$ cat src/rtl/irmode_pkg.sv
package irmode_pkg;
  localparam int MODE_W = 3;

  typedef enum logic [MODE_W-1:0] {
    MD_UART  = 3'b000,
    MD_RSV_A = 3'b001,
    MD_ASKIR = 3'b010,
    MD_SIR   = 3'b011,
    MD_MIR   = 3'b100,
    MD_FIR   = 3'b101,
    MD_CIR   = 3'b110,
    MD_RSV_B = 3'b111
  } ir_mode_e;

  function automatic logic is_fast(input logic [MODE_W-1:0] m);
    return (m == MD_MIR) || (m == MD_FIR);
  endfunction
endpackage

$ cat src/rtl/irmode_mode_reg.sv
module irmode_mode_reg
  import irmode_pkg::*;
(
  input  logic              clk,
  input  logic              rst,
  input  logic              wr_en,
  input  logic [MODE_W-1:0] wr_mode,
  output logic [MODE_W-1:0] mode,
  output logic              mode_chg,
  output logic              tx_soft_rst,
  output logic              rx_soft_rst,
  output logic              evt_clr
);
  assign mode_chg = wr_en && (wr_mode != mode);

  always_ff @(posedge clk) begin
    if (rst) begin
      mode        <= MD_UART;
      tx_soft_rst <= 1'b0;
      rx_soft_rst <= 1'b0;
      evt_clr     <= 1'b0;
    end else begin
      if (mode_chg) mode <= wr_mode;
      tx_soft_rst <= mode_chg;
      rx_soft_rst <= mode_chg;
      evt_clr     <= mode_chg;
    end
  end
endmodule

$ cat src/rtl/irmode_req_bit.sv
module irmode_req_bit (
  input  logic clk,
  input  logic rst,
  input  logic set_req,
  input  logic clr_req,
  input  logic consume,
  output logic req
);
  always_ff @(posedge clk) begin
    if (rst)                     req <= 1'b0;
    else if (clr_req || consume) req <= 1'b0;
    else if (set_req)            req <= 1'b1;
  end
endmodule

$ cat src/rtl/irmode_pulse_timer.sv
module irmode_pulse_timer #(
  parameter int PULSE_CYC = 500
) (
  input  logic clk,
  input  logic rst,
  input  logic start,
  input  logic abort,
  output logic pulse
);
  localparam int CW = (PULSE_CYC > 1) ? $clog2(PULSE_CYC) : 1;
  localparam logic [CW-1:0] LAST = CW'(PULSE_CYC - 1);

  logic [CW-1:0] remain;

  always_ff @(posedge clk) begin
    if (rst || abort) begin
      pulse  <= 1'b0;
      remain <= '0;
    end else if (pulse) begin
      if (remain == '0) pulse <= 1'b0;
      else              remain <= remain - 1'b1;
    end else if (start) begin
      pulse  <= 1'b1;
      remain <= LAST;
    end
  end
endmodule

$ cat src/rtl/irmode_ctl.sv
module irmode_ctl
  import irmode_pkg::*;
#(
  parameter longint CLK_HZ   = 250_000_000,
  parameter longint PULSE_NS = 2000
) (
  input  logic              clk,
  input  logic              rst,
  input  logic              wr_en,
  input  logic [MODE_W-1:0] wr_mode,
  input  logic              wr_pulse_set,
  input  logic              eof_strobe,
  input  logic              tx_rst_req,
  output logic [MODE_W-1:0] mode,
  output logic              pulse_req,
  output logic              tx_soft_rst,
  output logic              rx_soft_rst,
  output logic              evt_clr,
  output logic              ir_pulse
);
  localparam longint RAW_CYC   = (CLK_HZ * PULSE_NS) / 64'd1_000_000_000;
  localparam int     PULSE_CYC = (RAW_CYC < 1) ? 1 : int'(RAW_CYC);

  logic mode_chg;
  logic tx_clear;
  logic start;

  irmode_mode_reg u_mode (
    .clk         (clk),
    .rst         (rst),
    .wr_en       (wr_en),
    .wr_mode     (wr_mode),
    .mode        (mode),
    .mode_chg    (mode_chg),
    .tx_soft_rst (tx_soft_rst),
    .rx_soft_rst (rx_soft_rst),
    .evt_clr     (evt_clr)
  );

  // a transmitter reset from either source cancels request and pulse
  assign tx_clear = tx_rst_req || mode_chg;
  assign start    = eof_strobe && pulse_req && is_fast(mode) && !ir_pulse && !tx_clear;

  irmode_req_bit u_req (
    .clk     (clk),
    .rst     (rst),
    .set_req (wr_en && wr_pulse_set),
    .clr_req (tx_clear),
    .consume (start),
    .req     (pulse_req)
  );

  irmode_pulse_timer #(.PULSE_CYC(PULSE_CYC)) u_timer (
    .clk   (clk),
    .rst   (rst),
    .start (start),
    .abort (tx_clear),
    .pulse (ir_pulse)
  );
endmodule

$ cat config.mk
export PLATFORM = sky130hd
export DESIGN_NAME = irmode_ctl
export DESIGN_NICKNAME = d
export VERILOG_FILES = /design/src/rtl/irmode_pkg.sv /design/src/rtl/irmode_mode_reg.sv /design/src/rtl/irmode_req_bit.sv /design/src/rtl/irmode_pulse_timer.sv /design/src/rtl/irmode_ctl.sv
export SDC_FILE = /design/constraint.sdc
export NUM_CORES = 1
export LEC_CHECK = 0
export ABC_CLOCK_PERIOD_IN_PS = 3900
export BUFFER_PORTS_ARGS = -buffer_cell sky130_fd_sc_hd__buf_2
export CAP_MARGIN = 20
export CELL_PAD_IN_SITES_DETAIL_PLACEMENT = 0
export CELL_PAD_IN_SITES_GLOBAL_PLACEMENT = 2
export CORE_MARGIN = 3
export CORE_UTILIZATION = 34
export CTS_CLUSTER_DIAMETER = 120
export DETAILED_ROUTE_END_ITERATION = 6
export PLACE_DENSITY_LB_ADDON = 0.05
export SYNTH_ARGS = -nofsm -noshare
export SYNTH_HDL_FRONTEND = slang
export SYNTH_SLANG_ARGS = --single-unit
export TNS_END_PERCENT = 50
$ cat constraint.sdc
create_clock -name clk -period 3.9 [get_ports clk]
set_input_delay 0.585 -clock clk [delete_from_list [all_inputs] [get_ports clk]]
set_output_delay 0.585 -clock clk [all_outputs]
set_load 0.02 [all_outputs]
# Word-level counts from Yosys, hierarchy flattened
# Index checks and enable logic that the tools add are counted.
# totals
output_inout_bits	8
inputBits	9
word_cells	32
regBits	15
# classes
n_addsub	1
reduce_logical	16
eq_ne	4
mux	6
# op_table
operator	count
2-to-1 mux 9 bit	3
logical NOT 9 bit	1
subtractor 9 x 1 -> 9 bit, second input constant	1
== test 3 bit, second input constant	2
logical AND 1 bit	6
logical OR 1 bit	4
2-to-1 mux 1 bit	3
inequality test 3 bit	1
logical NOT 1 bit	2
inequality test 2 bit, second input constant	1
AND reduction 2 bit	1
nonzero test 2 bit	1
OR reduction 2 bit	1

# Logic depth before layout (Yosys ltp)
# Gate-level depths: netlist of the first run.
# logic_depth
ltp_word	7
ltp_mapped	6
depth_no_buf	6

# Cells and area by module
# A second synthesis of the first run with hierarchy kept.
# hier_totals
cells_unflattened	82
hier_area_um2	753.2
# by_module_without_submodules
module	seq_area_each_um2	instances	area_each_um2	cells_each
irmode_pulse_timer	200.2	1	501.7	57
irmode_mode_reg	80.1	1	181.4	18
irmode_req_bit	20.0	1	36.3	3
irmode_ctl	0.0	1	33.8	4

# Least setup slack after synthesis of the first run
# OpenSTA, ideal clock, no wires.
# synth_path
kind	in2reg
start	input port wr_mode[2]
end	register u_timer.remain[5]
path_stages	4
arrival_time_ns	1.594
setup_ns	0.096
setup_slack_ns	2.210
t_required_ns	3.804
n_path_buf	0
cell_sequence	xor2_1 -> o31ai_4 -> nand2_4 -> o41ai_2
# synth_between
elab_chain_cells	7
word_cells_on_any_way	8
classes_between	1 x eq/ne; 7 x reduce/logical
# synth_lines
item	line_no	rtl
start: declaration	irmode_ctl.sv:10	input logic [MODE_W-1:0] wr_mode,
inequality test 3 bit (*)	irmode_mode_reg.sv:14	assign mode_chg = wr_en && (wr_mode != mode);
logical AND 1 bit (*)	irmode_mode_reg.sv:14	
logical OR 1 bit (*)	irmode_ctl.sv:41	assign tx_clear = tx_rst_req || mode_chg;
logical NOT 1 bit	irmode_ctl.sv:42	assign start = eof_strobe && pulse_req && is_fast(mode) && !ir_pulse && !tx_clear;
logical AND 1 bit	irmode_ctl.sv:42	
nonzero test 2 bit (no line)	-	
AND reduction 2 bit (no line)	-	
end signal: assignment	irmode_pulse_timer.sv:21	else remain <= remain - 1'b1;
end: declaration	irmode_pulse_timer.sv:13	logic [CW-1:0] remain;
# Every way passes the cells marked *; elsewhere a longest branch is shown, timed or not.
# A chain may end at the register's enable or synchronous reset.

# Final worst setup path of the first run
# layout_path
start	register u_timer.remain[0]
end	register u_timer.remain[6]
# layout_between
elab_chain_cells	3
word_cells_on_any_way	6
classes_between	1 x add/sub; 1 x eq/ne; 2 x mux; 2 x reduce/logical
# layout_lines
item	line_no
subtractor 9 x 1 -> 9 bit / logical NOT 9 bit (equally long branches)	irmode_pulse_timer.sv:21, irmode_pulse_timer.sv:20
2-to-1 mux 9 bit / inequality test 2 bit (equally long branches)	-
2-to-1 mux 9 bit / AND reduction 2 bit (equally long branches)	-
# Parallel ways exist; a longest one is shown, timed or not. The select of a mux whose other input is x is not followed.

==> reports/qor.txt, run 1 <==
Critical Path Sink = u_timer.remain[6]
TritonRoute pass-1 iters = 4
CTS H-tree lvls = 1
CP Capture Type = flop
GPL Wtd Cong = 0.751
Hold Slack = 517 ps
Wire length of the first global-routing pass = 3130 µm
Port Buffers = 16
Max-slew violations = 0
Post-route insts no fill = 132
Leakage = 0.362 nW
Cells after synthesis = 88
Post-cts gate resize count = 0
DR iter-0 viols = 11
Die Wd = 55.1 µm
Later-pin clock latency in the skew report = 290 ps
Fin Setup TNS = 0 ps
Layout cell share with drive strength beyond 1 = 0.260
Avg Vias per Cell = 5.52
Number of global-route vias before repair = 679
Gr usage total = 0.148
Max_slew headroom = 0.630
M3 GR Usage = 0.0563
Outcome = complete, no violations
DIE AREA = 3040 µm²
Commonest cells after routing, fill and taps aside = buf_2, dfxtp_1, nor2_1, a21oi_1, a211oi_1
Clk slew on worst S/H paths = 90 ps
Number of buffers created by CTS = 3
Hold Violations, Final = 0
Busiest grt layer = met2
IR drop worst, VDD = 0.206 mV
Most common cell after layout, fill and taps aside = buf_2
WP data arrival = 2040 ps
Slew @ Worst Pin = 551 ps
Hold Crit Class = flop to flop
Fin crit share = 0.480
Nets = 115
CTS tree = done
Layout Skew = 0.622 ps
Mapped Area = 821 µm²
Worst Path Required = 4070 ps
Maximum number of pins on one net before global-route repair = 15
Setup CP Type = flop to flop
Peak Freq = 0.535 GHz
YS warnings = 0
Routed length per instance = 14.0 µm
Total grt overflow = 0
Total Wirelength = 1850 µm
Syn nets = 98
Synthesized area per cell = 9.33 µm²
Final setup viols = 0
# rows = 17
# Max-Cap Violations = 0
Area delta synth->final = 14.5%
Critical path peak fanout = 5
CTS max path bufs = 2
Worst reg-to-reg path cell count = 6
Starting Density = 0.364
Met2 Use GR = 0.228
Yosys cell types = 35
Fin crit period = 1870 ps
Initial antenna violation count = 0
Filler cell count = 247
Power Dens Cells = 301 nW/µm²
CTS Sinks = 15
Cts hold-fix bufs = 0
Yosys reg bits = 15
Register area share after synthesis = 0.366
Grt met1 use = 0.194
I/O pins = 17
Worst r2r src = u_timer.remain[0]
Placed cells = 128
CP Launch Type = flop
Root Buffer Master = clkbuf_4
Setup slack, reg-to-reg = 2030 ps
ANT nets after route = 0
Post-CTS Setup Bufs = 0
Core area = 2250 µm²
Hpwl dp = 1440 µm
RSZ-0062 raised after global routing = no
Chip height = 55.1 µm
Antenna diodes = 0
DRC = 0
Crit Reg-Reg Endpoint = u_timer.remain[6]
Crit path from = u_timer.remain[0]
Vias = 729
==> stage by stage <==
stage	power [mW]	worst slack, ps	cell area [µm²]	util
after floorplan	0.186	2210	821	-
after global placement	0.196	1910	913	0.405
after detailed placement	0.197	1930	913	0.405
after CTS	0.289	2030	940	0.417
after global routing	0.298	1790	940	0.417
final	0.283	2030	940	0.417
==> cells by family (layout without fill, tap and decap cells) <==
group	Yosys count	count (layout)	share of synthesized area
compound gates	30	30	0.280
simple gates	27	27	0.212
fa+ha+maj	1	1	0.0152
buf+inv	8	24	0.0457
mux	4	4	0.0488
xor+xnor	3	3	0.0320
flops	15	15	0.366
==> flip-flops by register name, summed over array words and instances (netlist names) <==
signal	count
u_req.req	1
u_mode.tx_soft_rst	1
u_mode.mode	3
u_timer.remain	9
u_timer.pulse	1
==> Yosys cell counts <==
| master | count | area, µm² |
|---|---|---|
| nor2b_1 | 2 | 12.5 |
| nor2_1 | 8 | 30.0 |
| nor4b_2 | 1 | 15.0 |
| a21oi_1 | 7 | 35.0 |
| a211oi_1 | 6 | 45.0 |
| nand4_1 | 1 | 6.26 |
| o31ai_1 | 1 | 7.51 |
| o31ai_4 | 1 | 21.3 |
| nand3_1 | 2 | 10.0 |
| clkbuf_1 | 2 | 7.51 |
| o41ai_2 | 1 | 16.3 |
| a21boi_0 | 2 | 15.0 |
| xor2_1 | 3 | 26.3 |
| o211ai_1 | 4 | 30.0 |
| a21oi_2 | 1 | 8.76 |
| o21ai_0 | 3 | 15.0 |
| nor4_2 | 1 | 12.5 |
| or4_1 | 1 | 7.51 |
| nand2b_1 | 1 | 6.26 |
| nand3b_1 | 1 | 7.51 |
| nand2_4 | 1 | 11.3 |
| a311oi_1 | 2 | 17.5 |
| and3_1 | 1 | 6.26 |
| nor4bb_1 | 1 | 10.0 |
| buf_4 | 2 | 15.0 |
| mux2i_1 | 4 | 40.0 |
| inv_1 | 4 | 15.0 |
| a21bo_2 | 1 | 10.0 |
| or4b_4 | 1 | 13.8 |
| and3b_1 | 1 | 8.76 |
| ha_1 | 1 | 12.5 |
| nor3_1 | 1 | 5.00 |
| nand2_1 | 3 | 11.3 |
| o31a_1 | 1 | 8.76 |
| dfxtp_1 | 15 | 300 |
==> power breakdown <==
group	total [mW]	switching (mW)	internal, mW
clock	0.0901	0.0503	0.0398
sequential	0.158	0.00262	0.156
combinational	0.0339	0.0213	0.0126
==> final cells by class <==
class                      count  area, µm²  share of cell area
inverter                       4       15.0              0.0160
timing repair buffer          16       80.1              0.0852
sequential                    15        300               0.320
tap                           28       35.0              0.0373
multi-input combinational     65        483               0.514
clock buffer                   4       26.3              0.0280
==> layer usage <==
metal | wire, µm | vias to the layer above | share of wire
li1 | - | 366 | -
met1 | 912 | 349 | 0.49
met2 | 854 | 14 | 0.46
met3 | 81 | 0 | 0.044
met4 | 0 | 0 | 0
met5 | 0 | - | 0
==> worst min-delay path by stage <==
stage                      start                end  slack, ps  cells after the start
2_1_floorplan  u_timer.remain[8]  u_timer.remain[8]        470                      1
3_3_place_gp           u_req.req          u_req.req        490                      1
3_5_place_dp           u_req.req          u_req.req        500                      1
5_1_grt                      rst     u_mode.mode[2]        520                      2
4_1_cts                      rst     u_mode.mode[1]        520                      2
6_report               u_req.req          u_req.req        520                      1
==> worst max-delay path: stages (launching register included) <==
cell and delay (ps):
dfxtp_1 330, inv_1 90, ha_1 210, nor4b_2 400, a21boi_0 290, a21oi_2 320, a211oi_1 120
Power figures use the tool's default switching activity.
==> inputs of run 2 (changes only) <==
- ABC_CLOCK_PERIOD_IN_PS: 3900 -> 1600
- CORE_UTILIZATION: 34 -> 28
- clock period: 3.9 -> 1.6 ns (I/O delays scaled with it)
==> reports/qor.txt, run 2 (synthesis results as in run 1) <==
Outcome = complete, no violations (unchanged)
Port Buffers = 16 (unchanged)
Starting Density = 0.295 (was 0.364)
Initial antenna violation count = 0 (unchanged)
Sequence of cells on the critical path = inv_2, ha_4, or4b_4, o211ai_1, o31ai_1, a211oi_1 (was inv_1, ha_1, nor4b_2, a21boi_0, a21oi_2, a211oi_1)
Peak Freq = 0.647 GHz (was 0.535 GHz)
Reg with most FFs = u_timer.remain (unchanged)
Vias = 812 (was 729)
Post-route insts no fill = 158 (was 132)
Hold Crit Class = input port to flop (was flop to flop)
WP data arrival = 1750 ps (was 2040 ps)
Number of buffers created by CTS = 3 (unchanged)
Cell count along the critical path = 6 (unchanged)
Leakage = 0.495 nW (was 0.362 nW)
Root Buffer Master = clkbuf_4 (unchanged)
Multi-input gate area = 524 µm² (was 483 µm²)
Slowest stage delay, CP = 480 ps (was 400 ps)
Layout Skew = 6.74 ps (was 0.622 ps)
IR drop worst, VDD = 0.384 mV (was 0.206 mV)
Cell family with most CP delay = simple AND/OR/NAND/NOR gates (was compound AO/OA/AOI/OAI gates)
Gr usage total = 0.132 (was 0.148)
Final setup viols = 0 (unchanged)
Area delta synth->final = 41.3% (was 14.5%)
Worst r2r src = u_timer.remain[1] (was u_timer.remain[0])
Later-pin clock latency in the skew report = 280 ps (was 290 ps)
CP max-delay cell = or4b_4 (was nor4b_2)
Max_slew headroom = 0.767 (was 0.630)
Largest register FFs = 9 (unchanged)
Layout cell share with drive strength beyond 1 = 0.457 (was 0.260)
CTS tree = done (unchanged)
ANT nets after route = 0 (unchanged)
Cts hold-fix bufs = 0 (unchanged)
Top flop regs = u_timer.remain (9), u_mode.mode (3) (unchanged)
Chip height = 60.1 µm (was 55.1 µm)
Fin crit share = 0.966 (was 0.480)
Core area = 2780 µm² (was 2250 µm²)
TritonRoute pass-1 iters = 4 (unchanged)
CTS H-tree lvls = 1 (unchanged)
DIE AREA = 3620 µm² (was 3040 µm²)
Worst setup margin = 54.6 ps (was 2030 ps)
CP Capture Type = flop (unchanged)
I/O pins = 17 (unchanged)
Hpwl dp = 1670 µm (was 1440 µm)
Worst Path Required = 1810 ps (was 4070 ps)
Power Dens Cells = 609 nW/µm² (was 301 nW/µm²)
DR iter-0 viols = 9 (was 11)
# rows = 19 (was 17)
# Max-Cap Violations = 0 (unchanged)
CTS max path bufs = 2 (unchanged)
Slew @ Worst Pin = 347 ps (was 551 ps)
Fin crit period = 1550 ps (was 1870 ps)
Number of global-route vias before repair = 811 (was 679)
Maximum number of pins on one net before global-route repair = 13 (was 15)
Reg area = 303 µm² (was 300 µm²)
Routed length per instance = 13.9 µm (was 14.0 µm)
Total Wirelength = 2200 µm (was 1850 µm)
CP Launch Type = flop (unchanged)
Critical path peak fanout = 3 (was 5)
Crit Reg-Reg Endpoint = u_timer.remain[6] (unchanged)
Post-CTS Setup Bufs = 0 (unchanged)
GPL Wtd Cong = 0.754 (was 0.751)
Design area = 1160 µm² (was 940 µm²)
Clk slew on worst S/H paths = 100 ps (was 90 ps)
DRC = 0 (unchanged)
Placed cells = 154 (was 128)
Crit path from = u_timer.remain[1] (was u_timer.remain[0])
Setup slack, reg-to-reg = 50 ps (was 2030 ps)
Critical Path Sink = u_timer.remain[6] (unchanged)
Hold Violations, Final = 0 (unchanged)
Filler cell count = 280 (was 247)
CTS Sinks = 15 (unchanged)
Wire length of the first global-routing pass = 3590 µm (was 3130 µm)
Nets = 138 (was 115)
Setup CP Type = flop to flop (unchanged)
WP buf/inv = 1 (unchanged)
Hold Slack = 191 ps (was 517 ps)
DP Area = 1090 µm² (was 913 µm²)
Die Wd = 60.1 µm (was 55.1 µm)
Avg Vias per Cell = 5.14 (was 5.52)
Fin Setup TNS = 0 ps (unchanged)
Total grt overflow = 0 (unchanged)
Max-slew violations = 0 (unchanged)
Worst reg-to-reg path cell count = 6 (unchanged)
Pre-CTS setup slack = -14.2 ps (was 1930 ps)
Most common cell after layout, fill and taps aside = buf_4 (was buf_2)
Commonest cells after routing, fill and taps aside = buf_4, buf_2, dfxtp_1, nor2_1, a21oi_1 (was buf_2, dfxtp_1, nor2_1, a21oi_1, a211oi_1)
Antenna diodes = 0 (unchanged)
## run 2: changes by cell type in the layout (fill, tap and decap cells not counted), sizes merged
cell  previous run  this run
buf             16        39
## run 2: how the worst min path moves through the flow
stage,slack (ps),cells past startpoint,start,endpoint
final,190,2,rst,u_mode.mode[2]
after global routing,180,2,rst,u_mode.mode[2]
after CTS,170,2,rst,u_mode.mode[2]
after detailed placement,480,2,rst,u_mode.mode[2]
after global placement,480,2,rst,u_mode.mode[0]
after floorplan,310,1,rst,u_mode.mode[0]
## run 2: through the flow
stage	utilization	power, mW
5_1_grt	0.417	0.742
6_report	0.417	0.707
3_5_place_dp	0.392	0.492
2_1_floorplan	-	0.453
3_3_place_gp	0.392	0.492
4_1_cts	0.404	0.720
## run 2: area by class of cell
| type | count | area share |
|---|---|---|
| Multi-Input combinational cell | 65 | 0.452 |
| Sequential cell | 15 | 0.261 |
| Timing Repair Buffer | 39 | 0.218 |
| Tap cell | 31 | 0.0334 |
| Clock buffer | 4 | 0.0227 |
| Inverter | 4 | 0.0129 |
## run 2: timing repair
| item | 4_1_cts | 5_1_grt |
|---|---|---|
| gates resized for setup | 1 | 10 |
| pin swaps | 0 | 3 |
| setup endpoints to repair | 2 | 9 |
## run 2: where the power goes
part           internal [mW]  leakage [nW]  total [mW]  switching [mW]
registers              0.380         0.123       0.386         0.00597
logic                 0.0428         0.357      0.0991          0.0564
clock network         0.0968        0.0150       0.222           0.125
## run 2: layer usage
layer | GRT usage | share of wire
met3 | 0.0216 | 0.031
met1 | 0.184 | 0.50
met4 | 0.0570 | 0.021
met5 | 0 | 0
met2 | 0.199 | 0.44
==> inputs of run 3 (changes only) <==
- ABC_AREA: unset -> 1
- CORE_UTILIZATION: 28 -> 26
==> reports/qor.txt, run 3 <==
Die Wd = 63.6 µm (was 60.1 µm)
Fraction of power consumed by the clock network = 0.314 (about the same)
Starting Density = 0.278 (was 0.295)
Slew @ Worst Pin = 304 ps (was 347 ps)
DRC = 0 (unchanged)
Share of the synthesized area in the top cell type = 0.348 (was 0.366)
RSZ-0062 raised after global routing = no
Gate power share = 0.122 (was 0.140)
Avg Vias per Cell = 4.31 (was 5.14)
Fin crit share = 0.905 (was 0.966)
Sw power = 178 µW (was 187 µW)
Layout cell share with drive strength beyond 1 = 0.287 (was 0.457)
Power Dens Cells = 680 nW/µm² (was 609 nW/µm²)
Port Buffers = 16 (unchanged)
Most common flop cell mapped by yosys = dfxtp_1 (unchanged)
Wire length of the first global-routing pass = 3460 µm (was 3590 µm)
# rows = 20 (was 19)
Top flop regs = u_timer.remain (9), u_mode.mode (3) (unchanged)
Total Wirelength = 1910 µm (was 2200 µm)
Cts hold-fix bufs = 0 (unchanged)
Sequence of cells on the critical path = inv_1, ha_1, nand2_2, nor2_4, nand3_2, nand2_4, nand2_4, o21ai_0, inv_1 (was inv_2, ha_4, or4b_4, o211ai_1, o31ai_1, a211oi_1)
Post-synthesis async set-or-reset flop share = 0 (unchanged)
DIE AREA = 4040 µm² (was 3620 µm²)
Later-pin clock latency in the skew report = 280 ps (about the same)
Max_slew headroom = 0.797 (was 0.767)
Hold Crit Class = input port to flop (unchanged)
Fin crit period = 1450 ps (was 1550 ps)
Antenna diodes = 0 (unchanged)
Gr usage total = 0.108 (was 0.132)
Outcome = complete, no violations (unchanged)
Cell family with most CP delay = simple AND/OR/NAND/NOR gates (unchanged)
Critical path peak fanout = 8 (was 3)
Net Sw Frac = 0.259 (was 0.265)
Reg with most FFs = u_timer.remain (unchanged)
Slowest stage delay, CP = 320 ps (was 480 ps)
Vias = 776 (was 812)
Yosys cell types = 30 (was 35)
WP data arrival = 1630 ps (was 1750 ps)
Leakage = 0.535 nW (was 0.495 nW)
DR iter-0 viols = 15 (was 9)
IR drop worst, VDD = 0.263 mV (was 0.384 mV)
Initial antenna violation count = 0 (unchanged)
Core area = 3100 µm² (was 2780 µm²)
Worst Path Required = 1780 ps (was 1810 ps)
Hold Violations, Final = 0 (unchanged)
Largest register FFs = 9 (unchanged)
Power Total = 686 µW (was 707 µW)
Clk slew on worst S/H paths = 90 ps (was 100 ps)
Sequential power share = 0.564 (was 0.546)
Final setup viols = 0 (unchanged)
Maximum number of pins on one net before global-route repair = 9 (was 13)
Post-cts gate resize count = 0 (was 1)
Hpwl dp = 1550 µm (was 1670 µm)
Syn nets = 128 (was 98)
Yosys reg bits = 15 (unchanged)
Mapped Area = 862 µm² (was 821 µm²)
Synthesized area per cell = 7.31 µm² (was 9.33 µm²)
Commonest cells after routing, fill and taps aside = nor2_1, inv_1, nand2_1, buf_2, dfxtp_1 (was buf_4, buf_2, dfxtp_1, nor2_1, a21oi_1)
Setup CP Type = flop to flop (unchanged)
Number of global-route vias before repair = 737 (was 811)
Number of buffers created by CTS = 3 (unchanged)
I/O pins = 17 (unchanged)
Design area = 1010 µm² (was 1160 µm²)
GPL Wtd Cong = 0.757 (was 0.754)
WP buf/inv = 2 (was 1)
Top post-synthesis cells by area = dfxtp_1, nor2_1, inv_1, nand2_1, nand3_1 (was dfxtp_1, a211oi_1, mux2i_1, a21oi_1, nor2_1)
Hold Slack = 200 ps (was 191 ps)
CTS tree = done (unchanged)
Most common cell after layout, fill and taps aside = nor2_1 (was buf_4)
CTS Sinks = 15 (unchanged)
CTS max path bufs = 2 (unchanged)
CP Launch Type = flop (unchanged)
YS warnings = 0 (unchanged)
Area delta synth->final = 17.0% (was 41.3%)
TritonRoute pass-1 iters = 4 (unchanged)
CP Capture Type = flop (unchanged)
Post-route insts no fill = 180 (was 158)
# Max-Cap Violations = 0 (unchanged)
Routed length per instance = 10.6 µm (was 13.9 µm)
DP Area = 982 µm² (was 1090 µm²)
Post-CTS Setup Bufs = 0 (unchanged)
Synth area leader = dfxtp_1 (unchanged)
Int Pwr = 508 µW (was 519 µW)
Most common cell in the netlist = nor2_1 (was dfxtp_1)
Max-slew violations = 0 (unchanged)
ANT nets after route = 0 (unchanged)
CTS H-tree lvls = 1 (unchanged)
Root Buffer Master = clkbuf_4 (unchanged)
Layout Skew = 2.83 ps (was 6.74 ps)
Cells after synthesis = 118 (was 88)
Nets = 147 (was 138)
Placed cells = 176 (was 154)
Fin Setup TNS = 0 ps (unchanged)
Total grt overflow = 0 (unchanged)
Register area share after synthesis = 0.348 (was 0.366)
Most common library cells after synthesis = nor2_1, inv_1, nand2_1 (was dfxtp_1, nor2_1, a21oi_1)
CP max-delay cell = dfxtp_1 (was or4b_4)
EDFF count, synth = 0 (unchanged)
Peak Freq = 0.691 GHz (was 0.647 GHz)
Chip height = 63.6 µm (was 60.1 µm)
-- run 3: cell count changes after synthesis, moves of 4 or more --
cell / delta
nor2_1: +10
inv_1: +13
mux2i_1: -4
a211oi_1: -4
nand2_1: +13
nand3_1: +5
-- run 3: per-layer routing --
layer / wire [µm] / global-route usage / vias to the layer above
met5: 0 / 0 / -
met4: 15 / 0.0323 / 0
met3: 100 / 0.0374 / 2
met2: 862 / 0.168 / 16
met1: 928 / 0.139 / 351
li1: - / - / 407
-- run 3: final cells by class --
class / count / area (µm²)
clock buffers: 4 / 26.3
flip-flops and latches: 15 / 300
inverters: 21 / 81.3
well taps: 44 / 55.1
repair buffers: 16 / 80.1
multi-input cells: 80 / 465
fillers: 371 / 2090
-- run 3: stage by stage --
stage          setup slack (ps)  utilization
2_1_floorplan               275            -
3_3_place_gp                175        0.317
3_5_place_dp                147        0.317
4_1_cts                     129        0.325
5_1_grt                    9.96        0.325
6_report                    152        0.325
-- run 3: worst paths after layout --
check | startpoint | to | slack (ps) | cells past startpoint
hold / removal | rst | u_mode.mode[2] | 200 | 2
setup reg to reg | u_timer.remain[0] | u_timer.remain[4] | 150 | 9
setup / recovery | u_timer.remain[0] | u_timer.remain[4] | 150 | 9
hold reg to reg | u_timer.remain[1] | u_timer.remain[1] | 460 | 2
-- run 3: cells by family (layout without fill, tap and decap cells) --
kind of cell | after synthesis | after routing | share of synthesized area
simple gates | 59 | 59 | 0.385
buf+inv | 23 | 41 | 0.112
compound gates | 18 | 18 | 0.120
flops | 15 | 15 | 0.348
xor+xnor | 2 | 2 | 0.0203
fa+ha+maj | 1 | 1 | 0.0145
-- run 3: power groups by stage --
stage / Combinational [mW] / Clock (mW) / Sequential, mW
after global placement: 0.0850 / 0 / 0.395
after detailed placement: 0.0850 / 0 / 0.396
after global routing: 0.0923 / 0.256 / 0.389
final: 0.0835 / 0.216 / 0.387
after CTS: 0.0851 / 0.239 / 0.387
after floorplan: 0.0468 / 0 / 0.405
